--- src/rtl/refresh_sched_pkg.sv ---
// Package: shared helper functions for the refresh scheduler.
// Assumes intervals are small enough to fit a 32-bit int.
package refresh_sched_pkg;

    // Interval in clocks for a programmed frequency value.
    function automatic int span_of(input int freq, input int prescale);
        return prescale * (freq + 1);
    endfunction

    // Urgency threshold: integer part of num/den of the interval.
    function automatic int thresh_of(input int span, input int num, input int den);
        return (span * num) / den;
    endfunction

endpackage

--- src/rtl/refresh_divider.sv ---
// Module: refresh_divider
// Counts down one refresh interval and pulses tick for one cycle at its end.
// Assumes span >= 1; reloads span-1 during reset and after every tick.
module refresh_divider #(
    parameter int CNT_W = 10
) (
    input  logic             clk,
    input  logic             rst_n,
    input  logic [CNT_W:0]   span,
    output logic             tick
);
    logic [CNT_W-1:0] cnt_q;
    logic [CNT_W-1:0] reload;

    // Reload value is one less than the interval length.
    always_comb reload = CNT_W'(span - (CNT_W+1)'(1));

    // Down-counter that restarts on reset and on reaching zero.
    always_ff @(posedge clk) begin
        if (!rst_n)            cnt_q <= reload;
        else if (cnt_q == '0)  cnt_q <= reload;
        else                   cnt_q <= cnt_q - CNT_W'(1);
    end

    // Tick marks the last cycle of each interval.
    always_comb tick = (cnt_q == '0);
endmodule

--- src/rtl/refresh_pending.sv ---
// Module: refresh_pending
// Holds the count of owed refreshes and the age of the oldest one, and
// flags urgency once the age reaches a fraction of the interval.
// Assumes done pulses are one cycle wide; the count saturates at its maximum.
module refresh_pending #(
    parameter int PEND_W = 2,
    parameter int CNT_W  = 10,
    parameter int NUM    = 4,
    parameter int DEN    = 5
) (
    input  logic              clk,
    input  logic              rst_n,
    input  logic              tick,
    input  logic              done,
    input  logic [CNT_W:0]    span,
    output logic [PEND_W-1:0] pend_cnt,
    output logic              pending,
    output logic              served,
    output logic              urgent
);
    localparam int AGE_W = CNT_W + 1;
    localparam logic [PEND_W-1:0] PEND_MAX = {PEND_W{1'b1}};
    localparam logic [AGE_W-1:0]  AGE_MAX  = {AGE_W{1'b1}};

    logic [PEND_W-1:0] pend_q;
    logic [AGE_W-1:0]  age_q;
    int                thr;

    // A done pulse counts only when something is owed.
    always_comb served = done && (pend_q != '0);
    always_comb pending = (pend_q != '0);

    // Pending counter: saturating add on tick, subtract on service.
    always_ff @(posedge clk) begin
        if (!rst_n) begin
            pend_q <= '0;
        end else begin
            case ({tick, served})
                2'b10:   if (pend_q != PEND_MAX) pend_q <= pend_q + PEND_W'(1);
                2'b01:   pend_q <= pend_q - PEND_W'(1);
                default: pend_q <= pend_q;
            endcase
        end
    end

    // Age of the oldest obligation; restarts when idle or after service.
    always_ff @(posedge clk) begin
        if (!rst_n)                 age_q <= '0;
        else if (!pending || served) age_q <= '0;
        else if (age_q != AGE_MAX)  age_q <= age_q + AGE_W'(1);
    end

    // Deadline threshold and urgency flag.
    always_comb begin
        thr    = refresh_sched_pkg::thresh_of(int'(span), NUM, DEN);
        urgent = pending && (int'(age_q) >= thr);
    end

    assign pend_cnt = pend_q;
endmodule

--- src/rtl/refresh_row_ctr.sv ---
// Module: refresh_row_ctr
// Row address counter that advances on each served refresh and wraps at
// the row count of the selected DRAM size.
// Assumes size_sel is held steady between resets.
module refresh_row_ctr #(
    parameter int SIZE_W   = 2,
    parameter int BASE_LOG = 8,
    parameter int ROW_W    = BASE_LOG + (1 << SIZE_W) - 1
) (
    input  logic              clk,
    input  logic              rst_n,
    input  logic              advance,
    input  logic [SIZE_W-1:0] size_sel,
    output logic [ROW_W-1:0]  row
);
    localparam int NSIZES = 1 << SIZE_W;

    logic [ROW_W-1:0] last_tab [NSIZES];
    logic [ROW_W-1:0] last_row;
    logic [ROW_W-1:0] row_q;

    // One last-row constant per size code.
    for (genvar s = 0; s < NSIZES; s++) begin : g_last
        assign last_tab[s] = ROW_W'((64'(1) << (BASE_LOG + s)) - 64'(1));
    end

    // Pick the wrap point for the current size.
    always_comb last_row = last_tab[size_sel];

    // Advance with wrap on each served refresh.
    always_ff @(posedge clk) begin
        if (!rst_n)       row_q <= '0;
        else if (advance) row_q <= (row_q >= last_row) ? '0 : row_q + ROW_W'(1);
    end

    assign row = row_q;
endmodule

--- src/rtl/refresh_sched.sv ---
// Module: refresh_sched (top)
// Refresh timer and arbiter: divides the clock into refresh intervals,
// tracks owed refreshes, defers to active accesses until the deadline and
// supplies the row to refresh. Assumes the sequencer answers a request with
// a one-cycle refresh_done strobe.
module refresh_sched #(
    parameter int FREQ_W   = 6,
    parameter int PRESCALE = 16,
    parameter int SIZE_W   = 2,
    parameter int BASE_LOG = 8,
    parameter int PEND_W   = 2,
    parameter int URG_NUM  = 4,
    parameter int URG_DEN  = 5,
    parameter int CNT_W    = $clog2(PRESCALE * (1 << FREQ_W)),
    parameter int ROW_W    = BASE_LOG + (1 << SIZE_W) - 1
) (
    input  logic              clk,
    input  logic              rst_n,
    input  logic [FREQ_W-1:0] freq_sel,
    input  logic [SIZE_W-1:0] size_sel,
    input  logic              access_busy,
    input  logic              refresh_done,
    output logic              refresh_req,
    output logic              refresh_urgent,
    output logic [ROW_W-1:0]  refresh_row
);
    logic [CNT_W:0]    span;
    logic              tick;
    logic [PEND_W-1:0] pend_cnt;
    logic              pending;
    logic              served;
    logic              urgent;

    // Interval length in clocks from the frequency value.
    always_comb span = (CNT_W+1)'(refresh_sched_pkg::span_of(int'(freq_sel), PRESCALE));

    refresh_divider #(.CNT_W(CNT_W)) u_div (
        .clk   (clk),
        .rst_n (rst_n),
        .span  (span),
        .tick  (tick)
    );

    refresh_pending #(
        .PEND_W (PEND_W),
        .CNT_W  (CNT_W),
        .NUM    (URG_NUM),
        .DEN    (URG_DEN)
    ) u_pend (
        .clk      (clk),
        .rst_n    (rst_n),
        .tick     (tick),
        .done     (refresh_done),
        .span     (span),
        .pend_cnt (pend_cnt),
        .pending  (pending),
        .served   (served),
        .urgent   (urgent)
    );

    refresh_row_ctr #(
        .SIZE_W   (SIZE_W),
        .BASE_LOG (BASE_LOG),
        .ROW_W    (ROW_W)
    ) u_row (
        .clk      (clk),
        .rst_n    (rst_n),
        .advance  (served),
        .size_sel (size_sel),
        .row      (refresh_row)
    );

    // Request when idle, or when the deadline forces preemption.
    always_comb refresh_req = pending && (!access_busy || urgent);
    always_comb refresh_urgent = urgent;
endmodule

--- config.mk ---
export PLATFORM = sky130hd
export DESIGN_NAME = refresh_sched
export DESIGN_NICKNAME = d
export VERILOG_FILES = /design/src/rtl/refresh_sched_pkg.sv /design/src/rtl/refresh_divider.sv /design/src/rtl/refresh_pending.sv /design/src/rtl/refresh_row_ctr.sv /design/src/rtl/refresh_sched.sv
export SDC_FILE = /design/constraint.sdc
export NUM_CORES = 1
export LEC_CHECK = 0
export BUFFER_PORTS_ARGS = -buffer_cell sky130_fd_sc_hd__buf_2
export CELL_PAD_IN_SITES_DETAIL_PLACEMENT = 0
export CELL_PAD_IN_SITES_GLOBAL_PLACEMENT = 2
export CORE_ASPECT_RATIO = 1.5
export CORE_MARGIN = 1
export CORE_UTILIZATION = 41
export DETAILED_ROUTE_END_ITERATION = 12
export PLACE_DENSITY_LB_ADDON = 0.1
export REMOVE_ABC_BUFFERS = 1
export SLEW_MARGIN = 5
export SYNTH_ARGS = -nofsm -noshare
export SYNTH_HDL_FRONTEND = slang
export SYNTH_HIERARCHICAL = 1
export SYNTH_SLANG_ARGS = --single-unit
--- constraint.sdc ---
create_clock -name clk -period 53.7 [get_ports clk]
set_clock_uncertainty 0.2 [all_clocks]
set_input_delay 16.11 -clock clk [delete_from_list [all_inputs] [get_ports clk]]
set_output_delay 16.11 -clock clk [all_outputs]
set_load 0.05 [all_outputs]
; ---- Yosys cells after proc, flatten, opt, wreduce, memory -nomap -nowiden
; Index checks and enable logic that the tools add are counted.
[totals]
regBits = 34
latchBits = 0
ram_bits = 0
mem_bits_ro = 0
inputBits = 12
out_inout_bits = 13
word_cells = 42
memories = 0
[classes]
add_sub_neg = 7
mul = 0
n_div = 1
order_cmp = 3
eq_ne = 5
shifts = 0
mux = 8
bitwise = 2
reduce_logical = 12
[op_table]
columns = op, n
row1 = 11-bit two-way mux, 3
row2 = 14-bit by 4-bit divider with 32-bit output (second input constant), 1
row3 = 12-bit by 32-bit >= comparator with 1-bit output, 1
row4 = 11-bit by 1-bit adder with 11-bit output (second input constant), 2
row5 = 11-bit binary-select mux with 2-bit select, 1
row6 = 10-bit two-way mux, 2
row7 = 10-bit by 1-bit subtractor with 10-bit output (second input constant), 2
row8 = 11-bit >= comparator, 1
row9 = 11-bit inequality test (second input constant), 1
row10 = 10-bit logical NOT, 1
row11 = 6-bit by 1-bit adder with 7-bit output (second input constant), 1
row12 = 2-bit one-hot mux with 2 select lines, 1
row13 = 2-bit nonzero test, 2
row14 = 3-bit >= comparator (second input constant), 1
row15 = 1-bit logical AND, 3
row16 = 2-bit NOT with 3-bit output, 1
row17 = 2-bit by 1-bit adder with 2-bit output (second input constant), 1
row18 = 2-bit by 1-bit == test with 1-bit output (second input constant), 1
row19 = 2-bit == test (second input constant), 1
row20 = 1-bit logical NOT, 2
row21 = 1-bit logical OR, 2
row22 = 2-bit two-way mux, 1
row23 = 2-bit by 1-bit inequality test with 1-bit output (second input constant), 1
row24 = 2-bit inequality test (second input constant), 1
row25 = 4 further kinds, 4

; ---- Depth between registers and ports, before layout
; Gate-level depths: netlist of run 1.
[logic_depth]
word_depth = 6
depth_mapped = 58
mapped_depth_nobuf = 51

; ---- By module
; The synthesis of run 1 kept the hierarchy.
[modules_own_cells]
columns = mod, instances, cells_each, area_per_inst_um2
row1 = refresh_pending, 1, 579, 4292.9
row2 = refresh_divider, 1, 70, 643.1
row3 = refresh_row_ctr, 1, 67, 575.6
row4 = refresh_sched, 1, 14, 95.1

; ---- Least setup slack after synthesis of run 1
; No wires, ideal clock.
[synth_path]
path_type = input to output
startpoint = in freq_sel[0]
endpoint = out refresh_req
t_arrival_ps = 25391
required_time_ps = 37390
slack_ps = 11999
path_stages = 49
cell_sequence = ha_1 nand3_1 xnor2_1 buf_6 buf_2 buf_2 nor2_1 inv_1 ha_1 and2b_1 buf_6 mux2i_4 a211oi_4 nor3_1 or2_4 o41a_2 a21o_1 a21oi_4 [... 13 more ...] o221ai_2 ha_1 nand2b_1 a21o_1 a21o_1 a21oi_1 nor2b_1 o21ai_0 nand2b_1 a21oi_1 nor2b_1 o21ai_0 nand2b_1 a21oi_1 nor2b_1 o21a_1 inv_1 a21boi_0
[synth_between]
elab_chain_cells = 6
[synth_lines]
columns = item, line
row1 = from (decl), refresh_sched.sv:19  ; input logic [FREQ_W-1:0] freq_sel,
row2 = 6-bit by 1-bit adder with 7-bit output, refresh_sched_pkg.sv:7  ; return prescale * (freq + 1);
row3 = named net span[8], refresh_sched.sv:27  ; logic [CNT_W:0] span;
row4 = 14-bit by 4-bit divider with 32-bit output, refresh_sched_pkg.sv:12  ; return (span * num) / den;
row5 = 12-bit by 32-bit >= comparator with 1-bit output, refresh_pending.sv:56  ; urgent = pending && (int'(age_q) >= thr);
row6 = 1-bit logical AND, refresh_pending.sv:56
row7 = named net refresh_urgent, refresh_sched.sv:24  ; output logic refresh_urgent,
row8 = 1-bit logical OR, refresh_sched.sv:74  ; always_comb refresh_req = pending && (!access_busy || urgent);
row9 = 1-bit logical AND, refresh_sched.sv:74
row10 = to (decl), refresh_sched.sv:23  ; output logic refresh_req,
; The timed path passes the listed nets, and every way through them passes these cells.

; ---- Final worst setup path of run 1
[layout_path]
startpoint = in freq_sel[3]
endpoint = out refresh_req
[layout_between]
elab_chain_cells = 6
[layout_lines]
columns = item, line
row1 = 6-bit by 1-bit adder with 7-bit output, refresh_sched_pkg.sv:7
row2 = named net span[9], refresh_sched.sv:27
row3 = 14-bit by 4-bit divider with 32-bit output, refresh_sched_pkg.sv:12
row4 = 12-bit by 32-bit >= comparator with 1-bit output, refresh_pending.sv:56
row5 = 1-bit logical AND, refresh_pending.sv:56
row6 = 1-bit logical OR, refresh_sched.sv:74
row7 = 1-bit logical AND, refresh_sched.sv:74
; The timed path passes the listed nets, and every way through them passes these cells.

==> results.txt, run 1 <==
Setup repair after global routing left no endpoint under its margin. The placed cell count came out at 922. Post-CTS timing repair inserted 0 buffers for setup. For this configuration, the core starts out at a cell density of 0.418.

Counting instances, the worst hold path has a depth of 1. The number of gates given a new drive strength after cts is 0. The net count reported at finish came out at 802. The width of the die is 97.5 um. The wire-length estimate of the detail-placed layout is 11800 um. In this run the clock root is driven by a clkbuf_16. The number of clock sinks came out at 34. Counting along the longest clock path gives a buffer depth of 2.

The TritonCTS clock tree is done. The leakage power is 2.33 nW. The post-layout instance area came out at 6080 um^2.

The clock-pin transition on the worst setup and hold timing paths came out at 50 ps. The number of distinct library cells after synthesis came out at 120. The async set-or-reset flop fraction in the synthesized netlist came out at 0. At the pin with the least slew margin, the transition time is 1150 ps. Among all stages on the critical path, the largest delay is contributed by a211oi_2. The sum of routed wire length over all layers came out at 15300 um. After detailed routing, the average wire length per cell comes to 16.4 um. The startpoint of the tightest hold check path is u_div/cnt_q[0]$_DFF_P_. The count of port buffers added during placement came out at 24. The fraction of the mapped netlist area in compound gates is 0.317. After detailed routing, the number of remaining DRC violations is 0. The initial antenna violation count is 0. The routability congestion estimate from global placement came out at 0.820. The area of the core region is 13400 um^2. The number of max-slew violations in the final report came to 0. The flop and latch count out of synthesis is 34.

The first global-routing pass estimated 25500 um of wire. Of the total synthesized cell area, the portion taken by AND, OR, NAND and NOR gates is 0.292. The largest family of logic cells by synthesized area is compound AO/OA/AOI/OAI gates. The synthesized area came out at 5610 um^2. The Yosys step of the flow raised 6 warnings. The final hold violation count was 0. In this run the worst hold path is classified as reg -> reg. For this run, the leading register cell type out of synthesis is dfxtp_1. The multiplexer share of the synthesized area came out at 0.0545. The fraction of layout instances using a drive strength above 1 is 0.158. The placed standard-cell area is 5930 um^2.

VDD sags by at most 17.5 uV. After global routing the overflow that remains totals 0. The via total after detailed routing is 5538. The boundary pin count came out at 25. The commonest cells after synthesis are nor2_1, nand2_1, nand3_1, xnor2_1, dfxtp_1. By instance count, the cell type seen most on the critical path is a21oi_1. For hold timing, the worst endpoint is u_div/cnt_q[0]$_DFF_P_. The synthesized design contains 0 enable-type register cells.

The post-layout total power came out at 206 uW. The later pin in the worst-skew pair is clocked with a latency of 280 ps. The aggregate global-route resource usage is 0.214. The accumulated negative setup slack came out at 0 ps. Once routing completed, OpenROAD measured the worst setup slack at 11040 ps. The endpoint identified for the worst register-to-register timing path is u_pend/pend_cnt[0]$_SDFFE_PN0P_.

The via count of the first global-routing pass came out at 5310. The share of synthesized cell area in full adder, half adder and majority cells came out at 0.0569. The highest attainable clock frequency came out at 23.4 MHz. By area the synthesized netlist is led by dfxtp_1, xnor2_1, ha_1, nor2_1, nand2_1. Entering global routing, the biggest net connects 31 pins. The worst pin sits at a relative slew slack of 0.229. The worst setup path is captured at an output port. After detailed routing, the number of vias per cell comes to 5.95. The average footprint of a synthesized cell is 7.68 um^2. The clock tree synthesis step divided the H-tree into 2 levels. The finished layout holds 930 standard cells, fillers aside. The minimum clock period came out at 42660 ps. For this block, the initial DRC count from the detailed router was 245. For this design the ratio of total power to cell area is 33.9 nW/um^2. In the post-synthesis netlist, the cell with the most instances is nor2_1. STA puts the critical path data required time at 37390 ps. The launching element type of the critical path is a primary input. Setup violations remaining at the end of the flow were counted as 0. The sequential-to-total area share from yosys stat is 0.121. The relative area change from synthesis to final layout came out at 8.44%.

The vertical die dimension came out at 145 um. The cell taking the most area after synthesis is dfxtp_1. The number of cell instances on the worst register-to-register path came out at 10. The portion of synthesized cell area occupied by the leading cell type is 0.121.

The number of antenna diodes came out at 0. The run finished with clean final reports. The number of placement rows came out at 52. The first TritonRoute pass finished after 4 iterations. The startpoint of the worst-slack reg-to-reg timing path is u_div/cnt_q[0]$_DFF_P_.

The synthesized-area fraction occupied by xor and xnor cells is 0.102. Of the available clock period, the critical path in the final layout requires 0.794. The count of nets left with antenna violations once routing finished came out at 0.

The number of buffers inserted by hold repair at cts came out at 0. OpenSTA, run right after detailed placement, puts the worst setup slack at 11120 ps. The area enclosed by the die boundary came out at 14200 um^2. Clock tree synthesis inserted a total of 5 buffers. The largest fanout on the critical path is 27. In this run the register-to-register setup slack is 51340 ps. The critical path in this run is classified as in -> out. Data arrives at the worst endpoint at 26350 ps.

The largest stage delay on the critical path came out at 680 ps. The cell count after synthesis came out at 730. The total of max-cap violations came out at 0.
==> flip-flops by register name (all words and copies together) (netlist names) <==
signal           count
u_div/cnt_q         10
u_row/row           11
u_pend/age_q        11
u_pend/pend_cnt      2
==> worst max-delay path: cells and delay by family <==
kind                     cells  cell delay, ps
XOR/XNOR                     3             820
buffers and inverters        5             720
AO/OA/AOI/OAI               18            4750
multiplexers                 3             850
adder cells (fa/ha/maj)      3             940
AND/OR/NAND/NOR             14            2110
==> metrics by stage <==
step	hold WS (ps)	util
3_3_place_gp	269	0.442
3_5_place_dp	299	0.442
4_1_cts	311	0.454
2_1_floorplan	249	-
5_1_grt	329	0.454
6_report	302	0.454
==> worst max path at each step <==
stage	to	depth (start not counted)	slack, ps	start
after global routing	refresh_req	46	10160	freq_sel[0]
after global placement	refresh_req	47	11460	freq_sel[0]
after CTS	refresh_req	46	11090	freq_sel[0]
final	refresh_req	46	11040	freq_sel[3]
after detailed placement	refresh_req	46	11120	freq_sel[0]
after floorplan	refresh_req	44	11010	freq_sel[4]
==> layout by cell type, fill, tap and decap left out, drive strengths merged, types with 14 or more instances in the layout <==
| master | count |
|---|---|
| a21oi | 39 |
| nand3 | 38 |
| o211ai | 17 |
| conb | 37 |
| nor2 | 68 |
| nand2 | 63 |
| nor3 | 32 |
| ha | 23 |
| o21ai | 39 |
| inv | 25 |
| dfxtp | 34 |
| xnor2 | 38 |
| nor2b | 14 |
| mux2i | 21 |
| buf | 30 |
| xor2 | 22 |
==> where the power goes <==
group / internal [mW] / total (mW) / switching (mW) / leakage (nW)
clock network: 0.0183 / 0.0287 / 0.0104 / 0.0729
logic: 0.0588 / 0.148 / 0.0895 / 1.98
registers: 0.0269 / 0.0289 / 0.00196 / 0.278
==> cell families (layout without fill, tap and decap cells) <==
kind of cell,after synthesis,count (layout)
simple gates,299,299
mux,28,28
xor+xnor,61,61
flops,34,34
compound gates,218,218
buf+inv,63,65
fa+ha+maj,26,26
other cells,1,37
==> metal layers <==
metal | vias up | GRT usage | share of wire
li1 | 2778 | - | -
met1 | 2603 | 0.249 | 0.42
met2 | 121 | 0.399 | 0.52
met3 | 36 | 0.00867 | 0.024
met4 | 0 | 0.0963 | 0.034
met5 | - | 0 | 0
==> area by class of cell <==
type | instances | area (um^2)
clock buffers | 6 | 139
clock inverters | 2 | 12.5
inverters | 27 | 103
well taps | 162 | 203
repair buffers | 30 | 165
multi-input cells | 669 | 4780
fillers | 1448 | 7320
flip-flops and latches | 34 | 681
Note: power is estimated with default switching activity, not from simulation.
==> inputs of run 2 (changes only) <==
--- a/config.mk
+++ b/config.mk
@@ -10,7 +10,7 @@
 export CELL_PAD_IN_SITES_GLOBAL_PLACEMENT = 2
 export CORE_ASPECT_RATIO = 1.5
 export CORE_MARGIN = 1
-export CORE_UTILIZATION = 41
+export CORE_UTILIZATION = 38
 export DETAILED_ROUTE_END_ITERATION = 12
 export PLACE_DENSITY_LB_ADDON = 0.1
 export REMOVE_ABC_BUFFERS = 1
==> constraint.sdc (replaced) <==
create_clock -name clk -period 43.8 [get_ports clk]
set_clock_uncertainty 0.2 [all_clocks]
set_input_delay 13.14 -clock clk [delete_from_list [all_inputs] [get_ports clk]]
set_output_delay 13.14 -clock clk [all_outputs]
set_load 0.05 [all_outputs]
==> results.txt, run 2 (same netlist as run 1, synthesis figures left out) <==
The flow ran to the end, and the final reports show no timing, DRC or antenna violations. The worst-case IR drop observed on VDD is 19.4 uV. The total of fill cells in the finished design came out at 1551. The DRC violation count after routing is 0. The detailed placer's ending HPWL is 12100 um. The number of max-slew violations in the final report is 0. The smallest clock period supported by the final layout is computed as 36710 ps.

For this configuration, the core starts out at a cell density of 0.388. The number of buffers created by CTS is 5. The width of the die is 101 um. The sum of routed wire length over all layers came out at 15600 um. The area occupied by multi-input gates is 4780 um^2. The worst-case hold slack is 286 ps. The first-pass iteration count of the detailed router came out at 4. For the pin with the worst max-slew slack, the measured transition is 994 ps. The first routing iteration left 186 violations.

In this run the critical register-to-register path is captured at u_pend/pend_cnt[0]$_SDFFE_PN0P_. The register area is 681 um^2. STA classifies the critical path endpoint as an output port. The die covers 15300 um^2.

25 I/O pins were placed. The clock-pin transition on the worst setup and hold timing paths came out at 50 ps. The overflow left after global routing is 0.

The total setup buffers inserted after CTS is 0. The number of clock sinks came out at 34. Including well taps, the total number of placed cells is 957. The clock latency on the worst-skew pair is 280 ps. The count of antenna-violating nets left after detailed routing came out at 0. The critical path required time is 30460 ps. The number of placement rows came out at 54. The pin count of the biggest net entering global routing is 31. The arrival time reported for the critical path endpoint is 23370 ps. The routed wirelength normalized by instance count came out at 16.1 um. The capture point of the worst path is refresh_req. The relative area change from synthesis to final layout is 9.33%. The H-tree generated during clock tree synthesis spans 2 levels. The area of the core region came out at 14500 um^2.

Power spread over the standard cell area amounts to 41.3 nW/um^2. Gates resized during post-CTS repair numbered 0. Leaving out filler cells and counting taps, the final layout contains 965. In this run the worst setup path begins at freq_sel[0]. The number of cell instances on the worst register-to-register path is 10. In the layout the commonest cells are nor2_1, nand2_1, conb_1. Setup violations remaining at the end of the flow were counted as 0. The fraction of layout instances using a drive strength above 1 came out at 0.159. The final hold violation count came to 0. Leaving out fill and tap cells, the most frequent cell in the layout is nor2_1. The largest single stage delay on the critical path is 730 ps. The cell with the biggest individual delay on the critical path is a211oi_2. The TritonCTS clock tree is done. The initial antenna violation count came out at 0.

The worst register-to-register path begins at u_div/cnt_q[0]$_DFF_P_. The critical path class is in -> out. The number of antenna diodes came out at 0. The path type of the worst min-delay path is reg -> reg. The post-layout total power came out at 253 uW.

The post-layout instance area came out at 6130 um^2. The via count of the first global-routing pass came out at 5086. Setup repair after global routing left no endpoint under its margin.

STA classifies the critical path startpoint as a primary input. Counting along the longest clock path gives a buffer depth of 2. The largest fanout on the critical path came out at 29. The clock root buffer is clkbuf_16. In the global route stage, overall resource usage came out at 0.206. The share of the cycle needed by the critical path after routing came out at 0.838. The relative slew slack came out at 0.333. The vertical die dimension came out at 151 um. The net count reported at finish is 803.

Once placement finished, the instance area stood at 5980 um^2. The highest attainable clock frequency is 27.2 MHz. The worst reg-to-reg setup slack came out at 41470 ps. The number of buffers inserted by hold repair at cts came out at 0. The wire length of the first global-routing pass is 25100 um. The per-cell via count in the routed design came out at 5.69. In the final timing run, aggregate negative setup slack is 0 ps. The routability congestion estimate from global placement is 0.804. The leakage power is 2.34 nW.

Detailed routing inserted a total of 5488 vias. The count of port buffers added during placement came out at 24. Across the run, the number of max-cap violations was 0.
==> run 2: layer usage <==
| layer | up-vias | wire length, um | GRT usage | share of wire |
|---|---|---|---|---|
| met4 | 0 | 352 | 0.0710 | 0.023 |
| met5 | - | 0 | 0 | 0 |
| met2 | 92 | 8310 | 0.402 | 0.53 |
| met1 | 2599 | 6590 | 0.233 | 0.42 |
| li1 | 2773 | - | - | - |
| met3 | 24 | 300 | 0.00650 | 0.019 |
==> run 2: per-stage QoR <==
| stage | util | setup WS [ps] |
|---|---|---|
| 6_report | 0.424 | 7090 |
| 5_1_grt | 0.424 | 6300 |
| 4_1_cts | 0.424 | 7130 |
| 3_5_place_dp | 0.413 | 7160 |
| 3_3_place_gp | 0.413 | 7410 |
| 2_1_floorplan | - | 7050 |
==> run 2: worst min path at each step <==
| stage | to | cells past startpoint | slack (ps) | from |
|---|---|---|---|---|
| after CTS | u_div/cnt_q[0]$_DFF_P_ | 1 | 290 | u_div/cnt_q[0]$_DFF_P_ |
| after floorplan | u_div/cnt_q[0]$_DFF_P_ | 1 | 250 | u_div/cnt_q[0]$_DFF_P_ |
| after global routing | u_div/cnt_q[0]$_DFF_P_ | 1 | 300 | u_div/cnt_q[0]$_DFF_P_ |
| final | u_div/cnt_q[0]$_DFF_P_ | 1 | 290 | u_div/cnt_q[0]$_DFF_P_ |
| after global placement | u_div/cnt_q[0]$_DFF_P_ | 1 | 270 | u_div/cnt_q[0]$_DFF_P_ |
| after detailed placement | u_div/cnt_q[0]$_DFF_P_ | 1 | 280 | u_div/cnt_q[0]$_DFF_P_ |
==> run 2: cell type report <==
| class | instances | share of cell area |
|---|---|---|
| multi-input combinational | 669 | 0.779 |
| sequential | 34 | 0.111 |
| tap | 196 | 0.0400 |
| timing repair buffer | 31 | 0.0282 |
| clock buffer | 6 | 0.0227 |
| inverter | 27 | 0.0167 |
| clock inverter | 2 | 0.00204 |
==> run 2: critical path: cells and delay by family <==
family	cells	cell delay [ps]
AO/OA/AOI/OAI	18	4710
AND/OR/NAND/NOR	13	1940
adder cells (fa/ha/maj)	4	1160
multiplexers	3	860
XOR/XNOR	3	820
buffers and inverters	5	700
==> run 2: where the power goes <==
| group | total (mW) | switching, mW | internal, mW |
|---|---|---|---|
| sequential | 0.0354 | 0.00244 | 0.0330 |
| combinational | 0.182 | 0.110 | 0.0723 |
| clock | 0.0352 | 0.0127 | 0.0225 |
| total | 0.253 | 0.125 | 0.128 |
==> inputs of run 3 (changes only) <==
--- a/config.mk
+++ b/config.mk
@@ -5,12 +5,13 @@
 export SDC_FILE = /design/constraint.sdc
 export NUM_CORES = 1
 export LEC_CHECK = 0
+export ABC_AREA = 1
 export BUFFER_PORTS_ARGS = -buffer_cell sky130_fd_sc_hd__buf_2
 export CELL_PAD_IN_SITES_DETAIL_PLACEMENT = 0
 export CELL_PAD_IN_SITES_GLOBAL_PLACEMENT = 2
 export CORE_ASPECT_RATIO = 1.5
 export CORE_MARGIN = 1
-export CORE_UTILIZATION = 38
+export CORE_UTILIZATION = 34
 export DETAILED_ROUTE_END_ITERATION = 12
 export PLACE_DENSITY_LB_ADDON = 0.1
 export REMOVE_ABC_BUFFERS = 1
==> constraint.sdc (replaced) <==
create_clock -name clk -period 38.3 [get_ports clk]
set_clock_uncertainty 0.2 [all_clocks]
set_input_delay 11.49 -clock clk [delete_from_list [all_inputs] [get_ports clk]]
set_output_delay 11.49 -clock clk [all_outputs]
set_load 0.05 [all_outputs]
==> results.txt, run 3 <==
The flow ran to the end, and the final reports show no timing, DRC or antenna violations. Summing over every cut layer, the via total after detailed routing is 5583. After detailed routing, the average wire length per cell comes to 12.6 um. Counting flops with an async set or reset pin after synthesis yields a share of 0. The post-synthesis share of cell area spent on and, or, nand and nor gates is 0.565. Clock tree synthesis selected as its root buffer the cell clkbuf_16.

The library cells used most frequently in the layout, excluding fill and tap cells, are nand2_1, inv_1, nand3_1, nor2_1, nand4_1. Summed over all cells, the static leakage comes to 3.10 nW. The aggregate global-route resource usage came out at 0.184. The critical path class is in -> out. The number of buffers created by CTS is 5.

The portion of synthesized cell area occupied by the leading cell type came out at 0.189. The tool flagged a number of max-cap violations equal to 0. The post-layout worst setup margin is 4420 ps. The multiplexer share of the synthesized area is 0.00188. The area enclosed by the die boundary is 16200 um^2. The switching share of total power is 0.607.

The count of port buffers added during placement is 24. The core utilization of the finished layout came out at 0.381. The via count of the first global-routing pass came out at 5512. After clock tree synthesis, the flow added hold-fix buffers numbering 0. Cell internal power was estimated by the tool at 168 uW.

The launching element type of the critical path is a primary input. The DRC violation count after routing came out at 0. The largest family of logic cells by synthesized area is simple AND/OR/NAND/NOR gates.

The number of gates given a new drive strength after cts is 0. Entering global routing, the biggest net connects 35 pins. The count of synthesis-stage warnings from yosys came out at 6. The worst-case IR drop observed on VDD is 39.7 uV.

The minimum clock period is 33880 ps. The cell with the biggest individual delay on the critical path is nor3_1. After detailed placement, the total cell area comes to 5660 um^2.

The synthesized instance count came out at 917. In this run the worst path has a maximum fanout of 34. The floorplan has 55 rows. The fraction of the mapped netlist area in compound gates came out at 0.0731. Data on the critical path arrives at its endpoint at 22190 ps. The share of the cycle needed by the critical path after routing came out at 0.885. The maximum clock insertion buffer count is 2. Setup repair after global routing left no endpoint under its margin. The relative area change from synthesis to final layout came out at 8.93%. The initial utilization of the core area, before any placement, comes to 0.350. The synthesized design spends more area on one cell type than any other, namely nand2_1. The slew at the pin with the worst max-slew slack came out at 1190 ps.

The clock tree synthesis step divided the H-tree into 2 levels. The wire length of the first global-routing pass came out at 24700 um. In this run the horizontal extent of the chip is 104 um.

The synthesized area came out at 5320 um^2. After clock tree synthesis, the setup repair step added 0 buffers. Of the total power, the clock network draws 0.091.

In the synthesized netlist, the cells that appear most often are nand2_1, inv_1, nand3_1, nor2_1, nand4_1. The number of antenna diodes is 0. The highest attainable clock frequency came out at 29.5 MHz. The TritonCTS clock tree is done. The count of antenna-violating nets left after detailed routing is 0. For this design the top-level I/O count stands at 25. The net count reported at finish is 991.

Wires add up to 14500 um. The total of fill cells in the finished design came out at 1694. The flop and latch count out of synthesis came out at 34.

Setup violations remaining at the end of the flow were counted as 0. Timing analysis after detailed placement gives a worst setup slack of 4390 ps. The clock latency on the worst-skew pair is 280 ps. The number of different library cells used by synthesis comes to 47. The share of total power dissipated in combinational logic is 0.819. The total area inside the core boundary comes to 15200 um^2. The sequential fraction of design power is 0.090. The library cell used most frequently in the layout, excluding fill and tap cells, is nand2_1.

Clock-pin slew was measured on the worst setup and hold paths at 50 ps. The initial antenna violation count came out at 0. For this run, the slowest stage of the critical path takes 920 ps. The number of max-slew violations in the final report is 0. A synthesized cell averages 5.80 um^2.

Among all cell types in the netlist, the one instantiated most often is nand2_1. The path class of the tightest hold or removal check is reg -> reg. The most used cell along the critical path is nand2_1.

Leaving out filler cells and counting taps, the final layout contains 1155. STA classifies the critical path endpoint as an output port. The critical path required time came out at 26610 ps. The synthesized-area fraction occupied by xor and xnor cells came out at 0.0510.

By area the synthesized netlist is led by nand2_1, dfxtp_1, inv_1, nand3_1, nor2_1. The placed cell count came out at 1148. The switching power total is 259 uW. The number of DRC markers after the initial detailed-route iteration is 225.

Summed over all nets, the half-perimeter wirelength after detailed placement is 12300 um. Power spread over the standard cell area amounts to 73.6 nW/um^2. From bottom edge to top edge, the die measures 155 um. The relative slew slack is 0.202. The overflow left after global routing is 0. The sequential-to-total area share from yosys stat is 0.128.

The routability congestion estimate from global placement is 0.838. The post-layout instance area is 5800 um^2. The count of flip-flops with a built-in enable after synthesis is 0.

The worst reg-to-reg setup slack came out at 36030 ps. The first-pass iteration count of the detailed router is 4. The fraction of layout instances using a drive strength above 1 came out at 0.145. The final hold violation count came out at 0. The share of synthesized cell area in full adder, half adder and majority cells is 0.0541. The clock net in this run drives a total of 34 sinks.

The per-cell via count in the routed design came out at 4.83. In the final timing run, aggregate negative setup slack is 0 ps. In the synthesized netlist the dominant register cell turns out to be dfxtp_1.
[run 3: cell types whose count changed after synthesis, sizes merged, moves of 26 or more]
| cell | change |
|---|---|
| nand4 | +30 |
| inv | +121 |
| nand3 | +74 |
| nor2 | +51 |
| xnor2 | -26 |
| nand2 | +236 |
[run 3: path summary, 6_finish.rpt]
kind                                 from                            to  cells after the start
max reg2reg  u_pend/age_q[1]$_SDFFE_PP0P_  u_pend/age_q[3]$_SDFFE_PP0P_                     10
max                           freq_sel[0]                   refresh_req                     66
min                u_div/cnt_q[0]$_DFF_P_        u_div/cnt_q[0]$_DFF_P_                      1
min reg2reg        u_div/cnt_q[0]$_DFF_P_        u_div/cnt_q[0]$_DFF_P_                      1
[run 3: logic make-up (layout without fill, tap and decap cells)]
logic type	Yosys count	in the layout
AOI/OAI and AO/OA	66	66
xor gates and xnor gates	31	31
adders and majority gates	23	23
buffers and inverters	162	180
DFF	34	34
muxes	1	1
other	1	22
and+or+nand+nor	599	599
[run 3: routing by layer]
layer | GRT usage | vias up | wire, um
li1 | - | 2992 | -
met1 | 0.188 | 2532 | 5840
met2 | 0.389 | 42 | 8240
met3 | 0.0138 | 17 | 166
met4 | 0.0544 | 0 | 274
met5 | 0 | - | 0
[run 3: through the flow]
step / hold slack (ps) / total power, mW
after global placement: 294 / 0.391
after CTS: 318 / 0.429
after detailed placement: 302 / 0.388
final: 309 / 0.427
after floorplan: 246 / 0.313
after global routing: 326 / 0.479
[run 3: layout make-up]
| class | instances | area, um^2 | share of cell area |
|---|---|---|---|
| repair buffers | 24 | 120 | 0.0207 |
| multi-input cells | 742 | 4050 | 0.699 |
| well taps | 199 | 249 | 0.0430 |
| flip-flops and latches | 34 | 681 | 0.117 |
| clock buffers | 7 | 133 | 0.0229 |
| inverters | 149 | 564 | 0.0973 |
[run 3: worst max-delay path, delay by kind of cell]
family                   cells  cell delay [ps]
buffers and inverters        9              990
AO/OA/AOI/OAI               13             1870
AND/OR/NAND/NOR             40             6840
adder cells (fa/ha/maj)      4              970
[run 3: power groups by stage]
stage,clock network [mW],logic [mW],registers (mW)
2_1_floorplan,0,0.274,0.0389
3_3_place_gp,0,0.352,0.0393
3_5_place_dp,0,0.349,0.0393
4_1_cts,0.0405,0.350,0.0386
5_1_grt,0.0416,0.399,0.0387
6_report,0.0387,0.349,0.0386
